### src/rtl/sio_pkg.sv
package sio_pkg;

  typedef enum logic [1:0] {
    MODE_OFF    = 2'b00,
    MODE_RX     = 2'b01,
    MODE_TX     = 2'b10,
    MODE_DUPLEX = 2'b11
  } sio_mode_e;

  typedef enum logic [1:0] {
    PH_IDLE  = 2'b00,
    PH_SHIFT = 2'b01,
    PH_WAIT  = 2'b10
  } sio_phase_e;

  function automatic sio_mode_e mode_of(input logic tx, input logic rx);
    return sio_mode_e'({tx, rx});
  endfunction

  function automatic logic mode_runs(input sio_mode_e m);
    return m != MODE_OFF;
  endfunction

  function automatic logic mode_captures(input sio_mode_e m);
    return (m == MODE_RX) || (m == MODE_DUPLEX);
  endfunction

endpackage

### src/rtl/sio_txbuf.sv
module sio_txbuf #(
  parameter int DATA_W = 8,
  parameter int DEPTH  = 8
) (
  input  logic                      clk,
  input  logic                      rst_n,
  input  logic                      clear,
  input  logic                      push,
  input  logic [DATA_W-1:0]         push_data,
  input  logic                      pop,
  output logic [DATA_W-1:0]         head_data,
  output logic [$clog2(DEPTH):0]    level,
  output logic                      full,
  output logic                      empty
);
  localparam int AW = $clog2(DEPTH);
  localparam int PW = AW + 1;

  logic [DATA_W-1:0] slot_q [DEPTH];
  logic [PW-1:0]     wp_q, rp_q;

  // Extra pointer bit tells a full store from an empty one.
  function automatic logic [PW-1:0] fill_of(input logic [PW-1:0] w, input logic [PW-1:0] r);
    return w - r;
  endfunction

  assign level     = fill_of(wp_q, rp_q);
  assign full      = (level == PW'(DEPTH));
  assign empty     = (level == '0);
  assign head_data = slot_q[rp_q[AW-1:0]];

  always_ff @(posedge clk or negedge rst_n) begin
    if (!rst_n) begin
      wp_q <= '0;
      rp_q <= '0;
    end else if (clear) begin
      wp_q <= '0;
      rp_q <= '0;
    end else begin
      if (push) wp_q <= wp_q + 1'b1;
      if (pop)  rp_q <= rp_q + 1'b1;
    end
  end

  for (genvar g = 0; g < DEPTH; g++) begin : g_slot
    always_ff @(posedge clk) begin
      if (push && (wp_q[AW-1:0] == AW'(g))) slot_q[g] <= push_data;
    end
  end

endmodule

### src/rtl/sio_shifter.sv
module sio_shifter #(
  parameter int DATA_W      = 8,
  parameter int HALF_PERIOD = 2
) (
  input  logic              clk,
  input  logic              rst_n,
  input  logic              abort,
  input  logic              start,
  input  logic [DATA_W-1:0] load_data,
  input  logic              sdi,
  output logic              sck,
  output logic              sdo,
  output logic [DATA_W-1:0] word,
  output logic              word_end
);
  localparam int TW   = $clog2(2 * DATA_W);
  localparam int DIVW = (HALF_PERIOD > 1) ? $clog2(HALF_PERIOD) : 1;
  localparam int LAST = 2 * DATA_W - 1;

  logic              active_q;
  logic [DIVW-1:0]   div_q;
  logic [TW-1:0]     edge_q;
  logic [DATA_W-1:0] sh_q;
  logic              sck_q, sdo_q;
  logic              tick;

  assign tick     = active_q && (div_q == DIVW'(HALF_PERIOD - 1));
  assign word_end = tick && (edge_q == TW'(LAST));
  assign sck      = sck_q;
  assign sdo      = sdo_q;
  assign word     = sh_q;

  always_ff @(posedge clk or negedge rst_n) begin
    if (!rst_n) begin
      active_q <= 1'b0;
      div_q    <= '0;
      edge_q   <= '0;
      sh_q     <= '0;
      sck_q    <= 1'b1;
      sdo_q    <= 1'b1;
    end else if (abort) begin
      active_q <= 1'b0;
      div_q    <= '0;
      edge_q   <= '0;
      sck_q    <= 1'b1;
    end else if (start) begin
      active_q <= 1'b1;
      div_q    <= '0;
      edge_q   <= '0;
      sh_q     <= load_data;
    end else if (active_q) begin
      div_q <= tick ? '0 : div_q + 1'b1;
      if (tick) begin
        edge_q <= edge_q + 1'b1;
        if (!edge_q[0]) begin
          sck_q <= 1'b0;
          sdo_q <= sh_q[DATA_W-1];
        end else begin
          sck_q <= 1'b1;
          sh_q  <= {sh_q[DATA_W-2:0], sdi};
        end
        if (word_end) active_q <= 1'b0;
      end
    end
  end

endmodule

### src/rtl/bufd_serial_master.sv
module bufd_serial_master
  import sio_pkg::*;
#(
  parameter int DATA_W      = 8,
  parameter int DEPTH       = 8,
  parameter int HALF_PERIOD = 2
) (
  input  logic                   clk,
  input  logic                   rst_n,
  input  logic                   tx_en,
  input  logic                   rx_en,
  input  logic                   wr_valid,
  input  logic [DATA_W-1:0]      wr_data,
  input  logic                   rx_read,
  output logic [DATA_W-1:0]      rx_data,
  output logic                   rx_avail,
  output logic                   sck,
  output logic                   sdo,
  input  logic                   sdi,
  output logic                   busy,
  output logic [$clog2(DEPTH):0] level,
  output logic                   full,
  output logic                   irq_done,
  output logic                   irq_ovf
);
  localparam int LW = $clog2(DEPTH) + 1;

  sio_mode_e         mode;
  sio_phase_e        phase_q;
  logic              enabled, capture;
  logic              push, ovf_hit, start, word_end, done_evt, pend, last_word, empty;
  logic [DATA_W-1:0] head_data, shift_word, rx_q;
  logic              avail_q, busy_q, irq_done_q, irq_ovf_q;

  assign mode      = mode_of(tx_en, rx_en);
  assign enabled   = mode_runs(mode);
  assign capture   = mode_captures(mode);

  // Named events for the checker.
  assign push      = wr_valid && enabled && !full;
  assign ovf_hit   = wr_valid && enabled && full;
  assign start     = enabled && (phase_q == PH_IDLE) && !empty;
  assign pend      = (phase_q == PH_WAIT);
  assign done_evt  = enabled && pend && (!capture || !avail_q);
  assign last_word = (level == LW'(1));

  sio_txbuf #(.DATA_W(DATA_W), .DEPTH(DEPTH)) u_buf (
    .clk       (clk),
    .rst_n     (rst_n),
    .clear     (!enabled),
    .push      (push),
    .push_data (wr_data),
    .pop       (done_evt),
    .head_data (head_data),
    .level     (level),
    .full      (full),
    .empty     (empty)
  );

  sio_shifter #(.DATA_W(DATA_W), .HALF_PERIOD(HALF_PERIOD)) u_shift (
    .clk       (clk),
    .rst_n     (rst_n),
    .abort     (!enabled),
    .start     (start),
    .load_data (head_data),
    .sdi       (sdi),
    .sck       (sck),
    .sdo       (sdo),
    .word      (shift_word),
    .word_end  (word_end)
  );

  always_ff @(posedge clk or negedge rst_n) begin
    if (!rst_n) begin
      phase_q <= PH_IDLE;
    end else if (!enabled) begin
      phase_q <= PH_IDLE;
    end else begin
      unique case (phase_q)
        PH_IDLE:  if (start)    phase_q <= PH_SHIFT;
        PH_SHIFT: if (word_end) phase_q <= PH_WAIT;
        PH_WAIT:  if (done_evt) phase_q <= PH_IDLE;
        default:                phase_q <= PH_IDLE;
      endcase
    end
  end

  always_ff @(posedge clk or negedge rst_n) begin
    if (!rst_n) begin
      busy_q <= 1'b0;
    end else if (!enabled) begin
      busy_q <= 1'b0;
    end else if (push) begin
      busy_q <= 1'b1;
    end else if (done_evt && last_word) begin
      busy_q <= 1'b0;
    end
  end

  always_ff @(posedge clk or negedge rst_n) begin
    if (!rst_n) begin
      rx_q    <= '0;
      avail_q <= 1'b0;
    end else if (done_evt && capture) begin
      rx_q    <= shift_word;
      avail_q <= 1'b1;
    end else if (rx_read) begin
      avail_q <= 1'b0;
    end
  end

  always_ff @(posedge clk or negedge rst_n) begin
    if (!rst_n) begin
      irq_done_q <= 1'b0;
      irq_ovf_q  <= 1'b0;
    end else begin
      irq_done_q <= done_evt;
      irq_ovf_q  <= ovf_hit;
    end
  end

  assign busy     = busy_q;
  assign rx_data  = rx_q;
  assign rx_avail = avail_q;
  assign irq_done = irq_done_q;
  assign irq_ovf  = irq_ovf_q;

endmodule

### config.mk
export PLATFORM = sky130hd
export DESIGN_NAME = bufd_serial_master
export DESIGN_NICKNAME = d
export VERILOG_FILES = /design/src/rtl/sio_pkg.sv /design/src/rtl/sio_txbuf.sv /design/src/rtl/sio_shifter.sv /design/src/rtl/bufd_serial_master.sv
export SDC_FILE = /design/constraint.sdc
export NUM_CORES = 1
export LEC_CHECK = 0
export BUFFER_PORTS_ARGS = -buffer_cell sky130_fd_sc_hd__buf_2
export CORE_MARGIN = 2
export CORE_UTILIZATION = 50
export CTS_BUF_LIST = sky130_fd_sc_hd__clkbuf_16
export DETAILED_ROUTE_END_ITERATION = 10
export PLACE_DENSITY = 0.71
export RECOVER_POWER = 100
export SYNTH_ARGS = -nofsm -noshare
export SYNTH_HDL_FRONTEND = slang
export SYNTH_SLANG_ARGS = --single-unit
export TNS_END_PERCENT = 1
### constraint.sdc
create_clock -name clk -period 3.3 [get_ports clk]
set_input_delay 0.495 -clock clk [delete_from_list [all_inputs] [get_ports clk]]
set_output_delay 0.495 -clock clk [all_outputs]
set_load 0.1 [all_outputs]
# Word-level counts from Yosys, hierarchy flattened
# Memories as Yosys holds them, arrays and structs flattened.
# Cells that the tools add are included.
# W data, S select, Z words.
dict set report totals {
  regBits 38
  ramBits 64
  out_inout_bits 19
  n_memories 1
}
dict set report classes {
  addsub 5
  n_eq_ne 25
  mux 73
  bitwise 2
  reduce_logical 45
}
# name words width rd rd_ports_with_merged_regs write_ports line
set memory_table {}
lappend memory_table {u_buf.slot_q 8 8 1 0 1 sio_txbuf.sv:19} ;# logic [DATA_W-1:0] slot_q [DEPTH];
# op count
set ops {}
lappend ops {{$mux W8} 11}
lappend ops {{$reduce_or A8 Y1} 7}
lappend ops {{$mux W1} 42}
lappend ops {{$mux W4} 8}
lappend ops {{$mux W3} 7}
lappend ops {{$logic_and A1 B1 Y1} 19}
lappend ops {{$add A4 B1 Y4 const B} 3}
lappend ops {{$eq A3 B3 Y1 const B} 4}
lappend ops {{$reduce_bool A2 Y1} 5}
lappend ops {{$ne A3 B1 Y1 const B} 3}
lappend ops {{$eq A4 B4 Y1 const B} 2}
lappend ops {{$mux W2} 4}
lappend ops {{$ne A2 B1 Y1 const B} 4}
lappend ops {{$eq A3 B2 Y1 const B} 2}
lappend ops {{$ne A3 B3 Y1 const B} 2}
lappend ops {{$pmux W2 S3} 1}
lappend ops {{$reduce_and A3 Y1} 2}
lappend ops {{$reduce_and A5 Y1} 1}
lappend ops {{$eq A2 B1 Y1 const B} 2}
lappend ops {{$eq A2 B2 Y1 const B} 2}
lappend ops {{$eq A4 B1 Y1 const B} 1}
lappend ops {{$logic_not A1 Y1} 4}
lappend ops {{$logic_not A4 Y1} 1}
lappend ops {{$reduce_and A4 Y1} 1}
lappend ops {{other kinds (10)} 12}

# Logic depth before layout (Yosys ltp)
dict set report logic_depth {
  depth_word 15
  ltp_mapped 10
}

# Cells and area by module
# From an unflattened synthesis, not the netlist that was laid out.
dict set report hier_totals {
  hier_cells 277
  area_unflattened_um2 4453.0
}
# mod instances cells_each area_each_um2 seq_area_each_um2
set by_module_without_submodules {}
lappend by_module_without_submodules {sio_txbuf 1 175 3066.7 2122.0}
lappend by_module_without_submodules {sio_shifter 1 62 780.7 402.9}
lappend by_module_without_submodules {bufd_serial_master 1 40 605.6 350.3}

# Worst setup path before layout
# Ideal clock, no wire load.
dict set report synth_timing {
  path_kind {reg2out}
  startpoint {reg u_buf.rp_q[1]}
  endpoint {out full}
  t_arrival_ns 3.863
  required_time_ns 2.805
  setup_slack_ns -1.058
  stages_incl_launch_ff 7
  cell_sequence {dfrtp_1 > clkbuf_1 > buf_1 > inv_1 > fa_1 > or3_1 > nor2_1}
}
dict set report synth_between {
  elab_chain_len 2
}
# element line
set synth_lines {}
lappend synth_lines {{from (decl)} sio_txbuf.sv:20} ;# logic [PW-1:0] wp_q, rp_q;
lappend synth_lines {{from (signal assigned)} sio_txbuf.sv:41} ;# if (pop) rp_q <= rp_q + 1'b1;
lappend synth_lines {{$sub A4 B4 Y4} sio_txbuf.sv:24} ;# return w - r;
lappend synth_lines {{via level[1]} bufd_serial_master.sv:21} ;# output logic [$clog2(DEPTH):0] level,
lappend synth_lines {{$eq A4 B4 Y1} sio_txbuf.sv:28} ;# assign full = (level == PW'(DEPTH));
lappend synth_lines {{to (decl)} bufd_serial_master.sv:22} ;# output logic full,
# The timed path passes the listed nets, and every way through them passes these cells.

# Worst setup path in the final report
dict set report layout_timing {
  startpoint {reg u_buf.rp_q[2]}
  endpoint {out level[3]}
}
dict set report layout_between {
  elab_chain_len 1
}
# element line
set layout_lines {}
lappend layout_lines {{$sub A4 B4 Y4} sio_txbuf.sv:24}
lappend layout_lines {{to (decl)} bufd_serial_master.sv:21}
# No other way between the ends.

==> flow_metrics.py <==
metrics = {
    "final_layout": {
        "drive_above_1_share_pct": 19.1,
        "area_growth_pct": 12.2,
        "nets": 331,
        "num_antenna_cells": 0,
        "fill_cells": 685,
    },
    "floorplan": {
        "die_w_um": 97.9,
        "dieArea_um2": 9580,
        "row_count": 34,
        "start_util_pct": 51.0,
        "core_um2": 8640,
        "die_h_um": 97.9,
        "io_pins": 34,
    },
    "clocking": {
        "cts_root_buffer": "clkbuf_16",
        "postCtsSetupRepairBufs": 0,
        "clk_path_buf_depth": 2,
        "cts_sinks": 102,
        "cts_hold_buf": 0,
        "cts_buffers": 9,
        "htree_levels": 3,
        "cts_tree": "done",
        "clk_latency_ps": 340,
        "cts_resized": 0,
        "cts.clk_slew.worst_paths_ps": 70,
    },
    "worst_hold_path": {
        "hp-class": "in -> reg",
        "min_from": "rx_read",
    },
    "synth": {
        "synthTopCellsByArea": "edfxtp_1 44%, dfrtp_1 20%, mux4_2 8.2%, mux2i_1 6.4%, ha_1 3.1%",
        "avgSynthCellArea_um2": 16.5,
        "ys_seq_area_share_pct": 65.2,
        "postSynthCellCount": 267,
        "syn_nets": 294,
        "postSynth.asyncResetShare_pct": 37.3,
        "yosysMostFrequentCell": "edfxtp_1",
        "synth_common_cells": "64 x edfxtp_1, 36 x dfrtp_1, 28 x mux2i_1, 16 x mux4_2, 11 x ha_1",
        "synth_flop_cell": "edfxtp_1",
        "post_synth_instance_area_um2": 4410,
        "synth.largest_area_cell": "edfxtp_1",
        "yosysUniqueCellTypes": 45,
        "synth_warnings": 0,
        "ys_ff_latch": 102,
        "yosysTopAreaCellShare_pct": 43.6,
        "synth-edff-count": 64,
    },
    "sta": {
        "hold_ws_ps": 427,
        "slew_headroom_pct": -32.7,
        "drv_slew": 39,
        "period_share_pct": 92.0,
        "period_minus_slack_ps": 3040,
        "fmax_ghz": 0.329,
        "worst_pin_slew_ps": 1990,
        "finalHoldViolCount": 0,
        "finalSetupViolCount": 0,
        "setup_tns_ps": 0,
        "setup_ws_ps": 265,
        "fin_skew_ps": 6.80,
        "grt_setup_unrepaired": "false",
    },
    "drt": {
        "vias": 2312,
        "drcViolationCount": 0,
        "drt-total-wl_mm": 8.26,
        "vias_per_cell": 5.54,
        "first_iter_violations": 157,
        "wire_per_inst_um": 19.8,
        "drt.antenna.violating_nets": 0,
        "drt_pre_antenna_iters": 4,
    },
    "placed_design": {
        "dp_hpwl_mm": 5.64,
        "place.gp.congestion": 0.852,
        "pre_cts_slack_ps": 411,
        "placement.io_buffers": 33,
    },
    "power": {
        "p_per_area_nw_per_um2": 796,
        "peakVddDrop_v": 0.000319,
        "p_leak_nw": 1.98,
    },
    "grt": {
        "gr-usage-all-layers_pct": 18.8,
        "grt-ovfl-total": 0,
        "grt_first_pass_wirelength_mm": 13.4,
        "grt_max_degree": 39,
        "grt_pass1_vias": 2333,
        "antenna_found_initial": 0,
    },
    "setup_path": {
        "crit_required_ps": 2800,
        "worstSetupPathType": "reg -> out",
        "critPathLaunch": "u_buf.rp_q[2]",
        "startpoint_type": "flip-flop",
        "critPathArrivalTime_ps": 2540,
        "reg2reg_from": "u_buf.wp_q[0]",
        "crit_path_end_kind": "primary output",
        "cp_max_fo": 10,
    },
    "status": {
        "violations": "max-capacitance violations, max-slew violations",
        "outcome": "finished, violations left",
    },
    "job": {
        "max_cap_viol_count": 1,
    },
}
## worst max-delay path: stages, from the launching register on
cell and delay, ps:
dfrtp_1 390, inv_2 210, ha_1 340, and3b_1 230, o21ai_1 320, and2_0 320, inv_1 80, buf_2 300
## metal layers
layer / GRT usage (%) / up-vias / routed length, um
li1: - / 1087 / -
met1: 29.1 / 1136 / 4010
met2: 25.2 / 78 / 3590
met3: 5.73 / 11 / 501
met4: 6.52 / 0 / 164
met5: 0 / - / 0
## flip-flops by register name, indices dropped and copies added, names as in the netlist
register          flops
irq_ovf               1
u_shift.edge_q        4
u_shift.sdo           1
u_buf.wp_q            4
rx_avail              1
u_buf.rp_q            4
busy                  1
u_shift.sck           1
rx_data               8
phase_q               2
u_shift.div_q         1
u_buf.slot_q         64
u_shift.active_q      1
irq_done              1
u_shift.word          8
## report_power, final
group          total, W  switching (W)  leakage (nW)  internal [W]
Combinational   0.00114       0.000807         0.754      0.000329
Clock           0.00110       0.000496         0.155      0.000608
Sequential      0.00170       0.000129          1.07       0.00157
Total           0.00394        0.00143          1.98       0.00250
## path summary, 6_finish.rpt
path	endpoint	slack, ps	cells past startpoint
min in group asynchronous	u_shift.edge_q[3]	700	1
setup reg to reg	u_buf.slot_q[2][1]	320	8
max in group asynchronous	u_shift.word[2]	1450	1
hold / removal	rx_avail	430	3
setup / recovery	level[3]	260	7
hold reg to reg	rx_data[4]	510	1
## through the flow
stage / cells / total power [W] / util (%) / instance area [um^2]
global route: 417 / 0.00414 / 57.3 / 4950
detailed placement: 401 / 0.00292 / 54.5 / 4710
CTS: 417 / 0.00404 / 58.2 / 5030
floorplan: 267 / 0.00268 / - / 4430
finish: 417 / 0.00394 / 57.3 / 4950
global placement: 401 / 0.00290 / 54.5 / 4710
## final cells by class
class | count | area, um^2 | area share [%]
inverter | 9 | 33.8 | 0.683
multi-input combinational | 146 | 1420 | 28.8
sequential | 102 | 2880 | 58.1
clock buffer | 9 | 225 | 4.55
tap | 108 | 135 | 2.73
timing repair buffer | 36 | 160 | 3.24
clock inverter | 7 | 92.6 | 1.87
## layout by cell type (no fill, tap or decap), types with 6 or more instances in the layout
| cell | Yosys | final |
|---|---|---|
| edfxtp_1 | 64 | 64 |
| nor2_1 | 10 | 9 |
| nor3_1 | 7 | 8 |
| clkbuf_16 | 0 | 9 |
| inv_1 | 8 | 8 |
| dfrtp_1 | 36 | 36 |
| and3_1 | 7 | 7 |
| ha_1 | 11 | 11 |
| mux2i_1 | 28 | 28 |
| mux2_2 | 8 | 8 |
| xnor2_1 | 6 | 6 |
| mux4_2 | 16 | 16 |
| and2_1 | 8 | 6 |
| buf_2 | 3 | 6 |
| clkbuf_1 | 5 | 24 |
## cell families after synthesis
logic type	count (synthesis)	share of synthesized area [%]
XOR/XNOR	11	2.36
multiplexers	53	16.8
buffers and inverters	19	2.07
adder cells (fa/ha/maj)	12	3.58
flip-flops	102	65.2
AO/OA/AOI/OAI	16	2.98
AND/OR/NAND/NOR	54	6.95
(Power assumes the default switching activity.)
